==> src/rtl/bscan_pkg.sv <==
package bscan_pkg;
    localparam int NCELL = 3;

    typedef enum logic [1:0] {
        CELL_IN  = 2'd0,
        CELL_DAT = 2'd1,
        CELL_DIR = 2'd2
    } cell_e;

    typedef enum logic [1:0] {
        OP_HOLD  = 2'd0,
        OP_SHIFT = 2'd1,
        OP_CAPT  = 2'd2
    } cap_op_e;

    localparam logic RST_CAP = 1'b0;
    localparam logic RST_DAT = 1'b0;
    localparam logic RST_DIR = 1'b1;
endpackage

==> src/rtl/bscan_cap_cell.sv <==
module bscan_cap_cell
    import bscan_pkg::*;
#(
    parameter logic RST_VAL = RST_CAP
) (
    input  logic tck,
    input  logic rst,
    input  logic shift_sel,
    input  logic cap_en,
    input  logic ser_in,
    input  logic par_in,
    output logic q
);
    cap_op_e op;

    always_comb begin
        if (shift_sel)   op = OP_SHIFT;
        else if (cap_en) op = OP_CAPT;
        else             op = OP_HOLD;
    end

    always_ff @(posedge tck or posedge rst) begin
        if (rst) begin
            q <= RST_VAL;
        end else begin
            unique case (op)
                OP_SHIFT: q <= ser_in;
                OP_CAPT:  q <= par_in;
                default:  q <= q;
            endcase
        end
    end
endmodule

==> src/rtl/bscan_upd_cell.sv <==
module bscan_upd_cell #(
    parameter logic RST_VAL = 1'b0
) (
    input  logic tck,
    input  logic rst,
    input  logic upd,
    input  logic d,
    output logic q
);
    always_ff @(negedge tck or posedge rst) begin
        if (rst)      q <= RST_VAL;
        else if (upd) q <= d;
    end
endmodule

==> src/rtl/bscan_bidir_seg.sv <==
module bscan_bidir_seg
    import bscan_pkg::*;
(
    input  logic tck,
    input  logic rst,
    input  logic shift_sel,
    input  logic cap_en,
    input  logic upd,
    input  logic mode,
    input  logic si,
    output logic so,
    input  logic core_out,
    input  logic core_tri,
    output logic core_in,
    input  logic pad_in,
    output logic pad_out,
    output logic pad_tri
);
    logic [NCELL-1:0] cap_q;
    logic [NCELL-1:0] par_v;
    logic [NCELL-1:0] ser_v;
    logic             upd_dat;
    logic             upd_dir;

    assign par_v[CELL_IN]  = pad_in;
    assign par_v[CELL_DAT] = core_out;
    assign par_v[CELL_DIR] = core_tri;
    assign ser_v           = {cap_q[NCELL-2:0], si};

    for (genvar i = 0; i < NCELL; i++) begin : g_cell
        bscan_cap_cell #(.RST_VAL(RST_CAP)) u_cap (
            .tck      (tck),
            .rst      (rst),
            .shift_sel(shift_sel),
            .cap_en   (cap_en),
            .ser_in   (ser_v[i]),
            .par_in   (par_v[i]),
            .q        (cap_q[i])
        );
    end

    bscan_upd_cell #(.RST_VAL(RST_DAT)) u_upd_dat (
        .tck(tck), .rst(rst), .upd(upd), .d(cap_q[CELL_DAT]), .q(upd_dat)
    );

    bscan_upd_cell #(.RST_VAL(RST_DIR)) u_upd_dir (
        .tck(tck), .rst(rst), .upd(upd), .d(cap_q[CELL_DIR]), .q(upd_dir)
    );

    always_ff @(negedge tck or posedge rst) begin
        if (rst) so <= 1'b0;
        else     so <= cap_q[CELL_DIR];
    end

    always_comb begin
        pad_out = mode ? upd_dat : core_out;
        pad_tri = mode ? upd_dir : core_tri;
    end

    assign core_in = pad_in;
endmodule

==> config.mk <==
export PLATFORM = sky130hd
export DESIGN_NAME = bscan_bidir_seg
export DESIGN_NICKNAME = d
export VERILOG_FILES = /design/src/rtl/bscan_pkg.sv /design/src/rtl/bscan_cap_cell.sv /design/src/rtl/bscan_upd_cell.sv /design/src/rtl/bscan_bidir_seg.sv
export SDC_FILE = /design/constraint.sdc
export NUM_CORES = 1
export LEC_CHECK = 0
export ABC_AREA = 1
export ABC_CLOCK_PERIOD_IN_PS = 850
export BUFFER_PORTS_ARGS = -buffer_cell sky130_fd_sc_hd__buf_2
export CAP_MARGIN = 10
export CORE_AREA = 2 2 39 41
export DETAILED_ROUTE_END_ITERATION = 10
export DIE_AREA = 0 0 41 43
export SLEW_MARGIN = 40
export SYNTH_ARGS = -nofsm -noshare
export SYNTH_HDL_FRONTEND = slang
export SYNTH_SLANG_ARGS = --single-unit
==> constraint.sdc <==
create_clock -name tck -period 0.85 [get_ports tck]
set_input_delay 0.1275 -clock tck [delete_from_list [all_inputs] [get_ports tck]]
set_output_delay 0.1275 -clock tck [all_outputs]
set_load 0.01 [all_outputs]
## Word level (Yosys, flattened, before mapping)

Cells that the tools add are included.

- Flip-flop bits (word level): 6
- Bits of input ports: 10
- Output and inout bits: 4
- Logic and storage cells: 16

- Equal/unequal tests: 2
- Multiplexer cells: 7
- Reduce and logical (&&, ||, !) cells: 1

Operators with widths:

| operator | number |
|---|---|
| $pmux 1 s2 | 3 |
| $mux 2 | 2 |
| $eq 2x1->1 const B | 1 |
| $eq 2x2->1 const B | 1 |
| $mux 1 | 2 |
| $reduce_bool 2->1 | 1 |

## Depth between registers and ports, before layout

Gate-level depths: netlist of run 1.

- Word-level depth: 4
- Depth in mapped cells: 3
- Gate-level depth less buffers: 3

## Cells and area by module

Synthesis of run 1 repeated with hierarchy kept, for this count alone.

- Cells, all modules: 56
- Area total of the unflattened synthesis: 346.6 µm²

Modules (own cells, without submodules):

| module | times used | cells each | area an instance (µm²) | sequential area each (µm²) |
|---|---|---|---|---|
| bscan_cap_cell | 3 | 11 | 63.8 | 25.0 |
| bscan_bidir_seg | 1 | 10 | 62.6 | 25.0 |
| bscan_upd_cell at u_upd_dir | 1 | 7 | 48.8 | 26.3 |
| bscan_upd_cell at u_upd_dat | 1 | 6 | 43.8 | 25.0 |

==> results.cfg, run 1 <==
[run_status]
status = finished with violations
violations = setup timing

[die]
io_pins = 14
die_w_um = 41
dieArea_mm2 = 0.001763
core-area_mm2 = 0.001384
rows = 14
die_y_um = 43
initial_core_util_pct = 19.44

[final_layout]
syn_to_final_growth_pct = 59.07
fillCellCount = 149
drive_gt1_share_pct = 47.27
antenna-diode-count = 0
fin_nets = 66
stdcell_area_um2 = 427.9

[setup_path]
crit_start = u_upd_dir.q
r2r-start = g_cell[1].u_cap.q
cp-start-kind = flip-flop
crit_type = flip-flop to primary output
crit_path_end_kind = primary output
r2r_end = u_upd_dat.q
reg2reg_slack_ns = -0.19
cp.required_ns = 0.72
cp_data_arrival_time_ns = 1.49
cp_max_fo = 2
rr_worst_depth = 2
crit_end = pad_tri

[synth]
syn_area_um2 = 269.0
synth_cells = 33
synth_nets = 43
yosys_warnings = 0
yosysTopAreaCell = dfrtp_1
synthArstFlopShare_pct = 100.0
synth_top_cell_area_share_pct = 27.91
synth_area_leaders = dfrtp_1 28%, dfrtn_1 19%, nand3_1 11%
ys_top_cells_by_count = 8 x nand2_1, 6 x nand3_1, 5 x inv_1
synth_edf_count = 0
ys_seq_area_share_pct = 56.28
synth_area_per_cell_um2 = 8.152
synth_top_flop_cell = dfrtp_1
ys_ff_latch = 6
synth_most_common_cell = nand2_1
yosysUniqueCellTypes = 10

[drt]
wl_per_cell_um = 8.662
postRouteAntennaNets = 0
drt-total-wl_um = 615
vias = 285
wl_met1_um = 271
vias_per_cell = 4.014
dr_wl_met2_um = 317
drc = 0
wl_met3_um = 26
drt_pass1_iterations = 4
drtIter0Drc = 4
top_layer = met3

[clock_network]
cts-root-buf = clkbuf_4
cts-buffers-inserted = 3
clk_latency_ns = 0.30
path_clk_slew_ns = 0.04
clock-sinks = 6
htree_num_levels = 1
cts_tree = done
clockBufferDepth = 2

[sta]
skew_ns = 0.05331
report.final.slew_viol_count = 0
rsz0062_at_grt = yes
fin_ws_ns = -0.7699
setup_viol = 6
finalHoldViolations = 0
tightest_slew_ns = 0.1823
relSlewSlack_pct = 87.80

[global_routing]
antenna_found_initial = 0
grt_pass1_vias = 294
grt_first_pass_wirelength_um = 1097
track_usage_pct = 9.432
overflow = 0
grt_start_max_net_pins = 6

[place]
gp_congestion = 0.6853
dpl_cell_area_um2 = 376.6
io_buffers = 13
dp_slack_ns = -0.4758

[power_and_ir_drop]
power_density_mw_per_mm2 = 1875
ir_worst_vdd_uv = 920.8
p_leak_nw = 0.2291

[min_path]
min_path_type = primary input to asynchronous set/reset pin

[run]
cap_violations = 0
## metrics by stage
stage                     util (%)  hold WS, ns  power [mW]  std cells  TNS [ns]
after CTS                    30.38      0.04042      0.8110         70    -2.349
after global routing         30.92      0.03679      0.8705         71    -2.585
after floorplan                  -     -0.08230      0.4231         33    -1.214
final                        30.92      0.03833      0.8023         71    -2.286
after global placement       27.22       0.1713      0.4973         64    -1.514
after detailed placement     27.22       0.1643      0.5004         64    -1.538
## worst min-delay path by stage
stage / from / to / depth (start not counted)
2_1_floorplan: rst / g_cell[0].u_cap.q / 1
3_3_place_gp: rst / g_cell[2].u_cap.q / 3
3_5_place_dp: rst / g_cell[1].u_cap.q / 3
4_1_cts: rst / so / 2
5_1_grt: rst / so / 2
6_report: rst / so / 2
## cell families after synthesis
group                  synth area share, %
AO/OA/AOI/OAI                        7.442
flip-flops                           56.28
AND/OR/NAND/NOR                      26.51
buffers and inverters                9.769
## final cells by class
type	count	area [µm²]	share of cell area, %
Timing Repair Buffer	19	112.6	26.32
Clock buffer	4	26.28	6.140
Multi-Input combinational cell	21	98.84	23.10
Clock inverter	1	3.754	0.8772
Tap cell	16	20.02	4.678
Sequential cell	6	151.4	35.38
Inverter	4	15.01	3.509
## worst max-delay path: stages, from the launching register on
cell	delay [ns]
dfstp_2	0.51
inv_2	0.03
a21oi_2	0.09
buf_2	0.13
## per-layer routing
layer,global-route usage (%),vias to the layer above
li1,-,148
met1,9.967,128
met2,15.00,9
met3,6.283,0
met4,2.000,0
met5,0,-
## sequential cells by signal (all words and copies together), names as in the netlist
signal / flops
g_cell.u_cap.q: 3
so: 1
u_upd_dat.q: 1
u_upd_dir.q: 1
## where the power goes
part	switching [mW]	internal, mW	leakage, nW	total, mW
logic	0.0744	0.0854	0.136	0.160
clock network	0.115	0.184	0.0203	0.300
registers	0.0163	0.327	0.0724	0.343
## cells in the final DEF, fill, tap and decap left out
cell / n
clkbuf_1: 1
buf_2: 13
a21oi_2: 2
clkbuf_4: 3
dfrtn_1: 2
dlygate4sd3_1: 1
inv_2: 2
inv_1: 3
o21ai_0: 1
buf_4: 5
nor2_1: 3
nand2_1: 8
dfrtp_1: 3
nand3_1: 6
o21ai_1: 1
dfstp_2: 1
## timing repair
item,CTS,global route
gates cloned,0,0
hold buffers,1,0
endpoints found under the hold margin,3,0
setup buffers,1,1
resized for setup,2,0
pin swaps,1,0
endpoints found under the setup margin,6,6
Note: power is estimated with default switching activity, not from simulation.
==> inputs of run 2 (changes only) <==
- ABC_AREA: 1 -> default
==> results.cfg, run 2 <==
[drt]
drt-total-wl_um = 587
drt_pass1_iterations = 1
vias = 225
postRouteAntennaNets = 0
vias_per_cell = 3.879
wl_per_cell_um = 10.12
drtIter0Drc = 0
drc = 0

[synth]
synth_top_cell_area_share_pct = 28.04
synth_edf_count = 0
yosysTopAreaCell = dfrtp_1
ys_ff_latch = 6
synth_area_per_cell_um2 = 12.17
yosysUniqueCellTypes = 9
ys_top_cells_by_count = 4 x mux2_2, 3 x dfrtp_1, 3 x mux2i_1, 3 x nand2_1, 3 x o21ai_1
synth_nets = 32
synthArstFlopShare_pct = 100.0
synth_area_leaders = dfrtp_1 28%, dfrtn_1 19%, mux2_2 17%
synth_top_flop_cell = dfrtp_1
synth_most_common_cell = mux2_2
yosys_warnings = 0
syn_area_um2 = 267.8
synth_cells = 22
ys_seq_area_share_pct = 56.54

[final_layout]
layout_commonest_cell = buf_2
largest_reg_flops = 3
largest_register = g_cell.u_cap.q
syn_to_final_growth_pct = 62.62
antenna-diode-count = 0
drive_gt1_share_pct = 57.14
fin_nets = 53
final_cell_mix = 11 x buf_2, 4 x buf_6
fillCellCount = 154
postLayoutCoreUtil_pct = 31.46

[setup_path]
rr_worst_depth = 1
cp_data_arrival_time_ns = 1.46
path_cells = mux2_4 > buf_6
cp.required_ns = 0.72
cp-start-kind = flip-flop
crit_path_end_kind = primary output
cp_max_fo = 2
crit_buf_inv = 1
cp_num_cells = 2
crit_type = flip-flop to primary output
cp_top_family = flip-flops
cp_slowest_stage_delay_ns = 0.52
slowest_stage = dfstp_2

[die]
core-area_mm2 = 0.001384
rows = 14
initial_core_util_pct = 19.35
io_pins = 14
die_y_um = 43
die_w_um = 41
dieArea_mm2 = 0.001763

[global_routing]
grt_pass1_vias = 256
grt_start_max_net_pins = 7
grt_first_pass_wirelength_um = 986
track_usage_pct = 8.485
antenna_found_initial = 0
overflow = 0

[power_and_ir_drop]
p_leak_nw = 0.2311
ir_worst_vdd_uv = 460.0
power_density_mw_per_mm2 = 1897

[run_status]
violations = setup timing
status = finished with violations

[min_path]
hold_depth = 3
min_path_type = primary input to flip-flop

[place]
io_buffers = 13
dp_slack_ns = -0.4615
gp_congestion = 0.6439

[sta]
setup_viol = 6
report.final.slew_viol_count = 0
tightest_slew_ns = 0.1456
rsz0062_at_grt = yes
finalHoldViolations = 0
skew_ns = 0.05531
relSlewSlack_pct = 90.02
fin_ws_ns = -0.7387

[clock_network]
cts-root-buf = clkbuf_4
htree_num_levels = 1
clk_latency_ns = 0.29
cts_tree = done
clock-sinks = 6
clockBufferDepth = 2
cts-buffers-inserted = 3
path_clk_slew_ns = 0.05

[run]
cap_violations = 0
run 2: worst min-delay path: stages:
cell,delay (ns)
buf_2,0.07
nand2_1,0.04
o21ai_1,0.06
run 2: metal layers:
metal	vias up	routed length [µm]	GRT usage [%]
met5	-	0	0
met4	0	0	4.000
met3	0	59	3.141
met2	9	323	13.75
met1	103	204	9.180
li1	113	-	-
run 2: repair_timing:
action                                  4_1_cts  5_1_grt
setup buffers                                 1        1
hold buffers                                  1        0
endpoints found under the setup margin        6        8
endpoints found under the hold margin         3        0
pin swaps                                     0        1
resized for setup                             4        1
run 2: final cells by class:
type | instances | area (µm²) | area share [%]
Multi-Input combinational cell | 13 | 112.6 | 25.86
Clock inverter | 1 | 3.754 | 0.8621
Inverter | 1 | 3.754 | 0.8621
Clock buffer | 4 | 26.28 | 6.034
Tap cell | 16 | 20.02 | 4.598
Sequential cell | 6 | 151.4 | 34.77
Timing Repair Buffer | 17 | 117.6 | 27.01
run 2: through the flow:
stage                     setup TNS [ns]  instances  total power [mW]  instance area (µm²)  hold WS [ns]
final                             -2.661         58            0.8258                435.4        0.1013
after global routing              -2.920         58            0.9084                435.4        0.1356
after CTS                         -2.751         59            0.8530                442.9       0.09923
after detailed placement          -1.918         53            0.5251                379.1        0.1286
after global placement            -1.885         53            0.5198                379.1        0.1196
after floorplan                   -1.461         22            0.4454                279.0      -0.08230
run 2: path summary, 6_finish.rpt:
| path | startpoint | to | slack (ns) |
|---|---|---|---|
| max | u_upd_dir.q | pad_tri | -0.74 |
| min in group asynchronous | rst | u_upd_dat.q | 0.16 |
| min reg2reg | u_upd_dat.q | u_upd_dat.q | 0.46 |
| max in group asynchronous | rst | g_cell[2].u_cap.q | 0.23 |
| min | si | g_cell[0].u_cap.q | 0.10 |
| max reg2reg | g_cell[1].u_cap.q | u_upd_dat.q | -0.36 |
run 2: where the power goes:
group,total (mW),internal [mW],switching [mW]
Combinational,0.184,0.117,0.0670
Clock,0.293,0.184,0.109
Sequential,0.349,0.330,0.0183
run 2: cells by family after synthesis:
kind of cell | synth area share [%]
buf+inv | 5.610
flops | 56.54
compound gates | 5.606
mux | 28.04
simple gates | 4.205
==> inputs of run 3 (changes only) <==
- CTS_BUF_LIST: default -> sky130_fd_sc_hd__clkbuf_4 sky130_fd_sc_hd__clkbuf_8 sky130_fd_sc_hd__clkbuf_16
==> results.cfg, run 3 (synthesis results as in run 2) <==
[setup_path]
reg2reg_slack_ns = -0.36
cp_slowest_stage_delay_ns = 0.52
crit_buf_inv = 1
cp.required_ns = 0.72
slowest_stage = dfstp_2
cp_num_cells = 2
crit_type = flip-flop to primary output
rr_worst_depth = 1
cp_top_family = flip-flops
cp-start-kind = flip-flop
crit_path_end_kind = primary output
r2r-start = g_cell[1].u_cap.q
path_cells = mux2_4 > buf_6
cp_data_arrival_time_ns = 1.46
r2r_end = u_upd_dat.q
cp_max_fo = 2

[sta]
fin_ws_ns = -0.7387
tns_ns = -2.661
setup_viol = 6
whs_ns = 0.1006
report.final.slew_viol_count = 0
finalHoldViolations = 0
skew_ns = 0.05531
tightest_slew_ns = 0.1456
rsz0062_at_grt = yes
relSlewSlack_pct = 90.02

[final_layout]
syn_to_final_growth_pct = 64.02
largest_register = g_cell.u_cap.q
fillCellCount = 152
fin_nets = 53
seqCellArea_um2 = 151.4
layout_commonest_cell = buf_2
multi_input_area_um2 = 112.6
drive_gt1_share_pct = 59.52
stdcell_area_um2 = 439.2
final_cell_mix = 11 x buf_2, 4 x clkbuf_4, 4 x buf_6
largest_reg_flops = 3
antenna-diode-count = 0

[clock_network]
cts-root-buf = clkbuf_4
clk_latency_ns = 0.29
htree_num_levels = 1
clockBufferDepth = 2
cts_tree = done
clock-sinks = 6
path_clk_slew_ns = 0.05
cts-buffers-inserted = 3

[power_and_ir_drop]
internal_power_mw = 0.6638
p_leak_nw = 0.2345
switching_power_mw = 0.1949
p_sw_share_pct = 22.70
combPwrFrac_pct = 21.5
power.share.sequential_pct = 40.6
p_clk_share_pct = 37.9
finalPower_mw = 0.8587
ir_worst_vdd_uv = 463.0
power_density_mw_per_mm2 = 1955

[drt]
vias_per_cell = 3.879
vias = 225
drt-total-wl_um = 588
drt_pass1_iterations = 1
drc = 0
drtIter0Drc = 0
postRouteAntennaNets = 0
wl_per_cell_um = 10.14

[run]
cap_violations = 0

[die]
io_pins = 14
core-area_mm2 = 0.001384
rows = 14
die_w_um = 41
dieArea_mm2 = 0.001763
die_y_um = 43
initial_core_util_pct = 19.35

[global_routing]
antenna_found_initial = 0
grt_pass1_vias = 256
overflow = 0
grt_start_max_net_pins = 7
grt_first_pass_wirelength_um = 986
track_usage_pct = 8.485

[min_path]
holdPathEnd = g_cell[0].u_cap.q
hold_start = si
hold_depth = 3
min_path_type = primary input to flip-flop

[place]
gp_congestion = 0.6439
dpl_cell_area_um2 = 379.1
io_buffers = 13

[run_status]
status = finished with violations
violations = setup timing
## run 3: routing by layer
layer,wire [µm],share of wire (%),track usage [%]
met5,0,0,0
met4,0,0,4.000
met3,59,10,3.141
met2,323,55,13.75
met1,205,35,9.180
## run 3: how the worst max path moves through the flow
stage	startpoint	to	slack, ns
finish	u_upd_dir.q	pad_tri	-0.74
global route	u_upd_dir.q	pad_tri	-0.81
CTS	u_upd_dir.q	pad_tri	-0.75
detailed placement	u_upd_dir.q	pad_tri	-0.46
global placement	u_upd_dir.q	pad_tri	-0.44
floorplan	u_upd_dir.q	pad_tri	-0.35
## run 3: layout make-up
class	instances	share of cell area (%)
Clock buffer	4	6.838
Sequential cell	6	34.47
Inverter	1	0.8547
Clock inverter	1	0.8547
Multi-Input combinational cell	13	25.64
Tap cell	16	4.558
Timing Repair Buffer	17	26.78
## run 3: power groups by stage
stage	Sequential, mW	Combinational (mW)	Clock [mW]
3_3_place_gp	0.350	0.156	0.0147
2_1_floorplan	0.352	0.0788	0.0147
6_report	0.349	0.184	0.326
3_5_place_dp	0.352	0.159	0.0147
4_1_cts	0.348	0.196	0.341
5_1_grt	0.353	0.206	0.381
## run 3: per-stage QoR
stage	setup WS (ns)	util [%]	cells
final	-0.7387	31.74	58
after global routing	-0.8120	31.74	58
after CTS	-0.7543	32.28	59
after detailed placement	-0.4615	27.40	53
after global placement	-0.4430	27.40	53
after floorplan	-0.3497	-	22
## run 3: tightest hold or removal path, stage by stage
cell     delay, ns
buf_2         0.07
nand2_1       0.04
o21ai_1       0.06
## run 3: timing repair
item                                    CTS  global route
endpoints found under the setup margin    6             8
setup buffers                             1             1
pin swaps                                 0             1
gates cloned                              0             0
resized for setup                         4             1
hold buffers                              1             0
hold endpoints to repair                  3             0
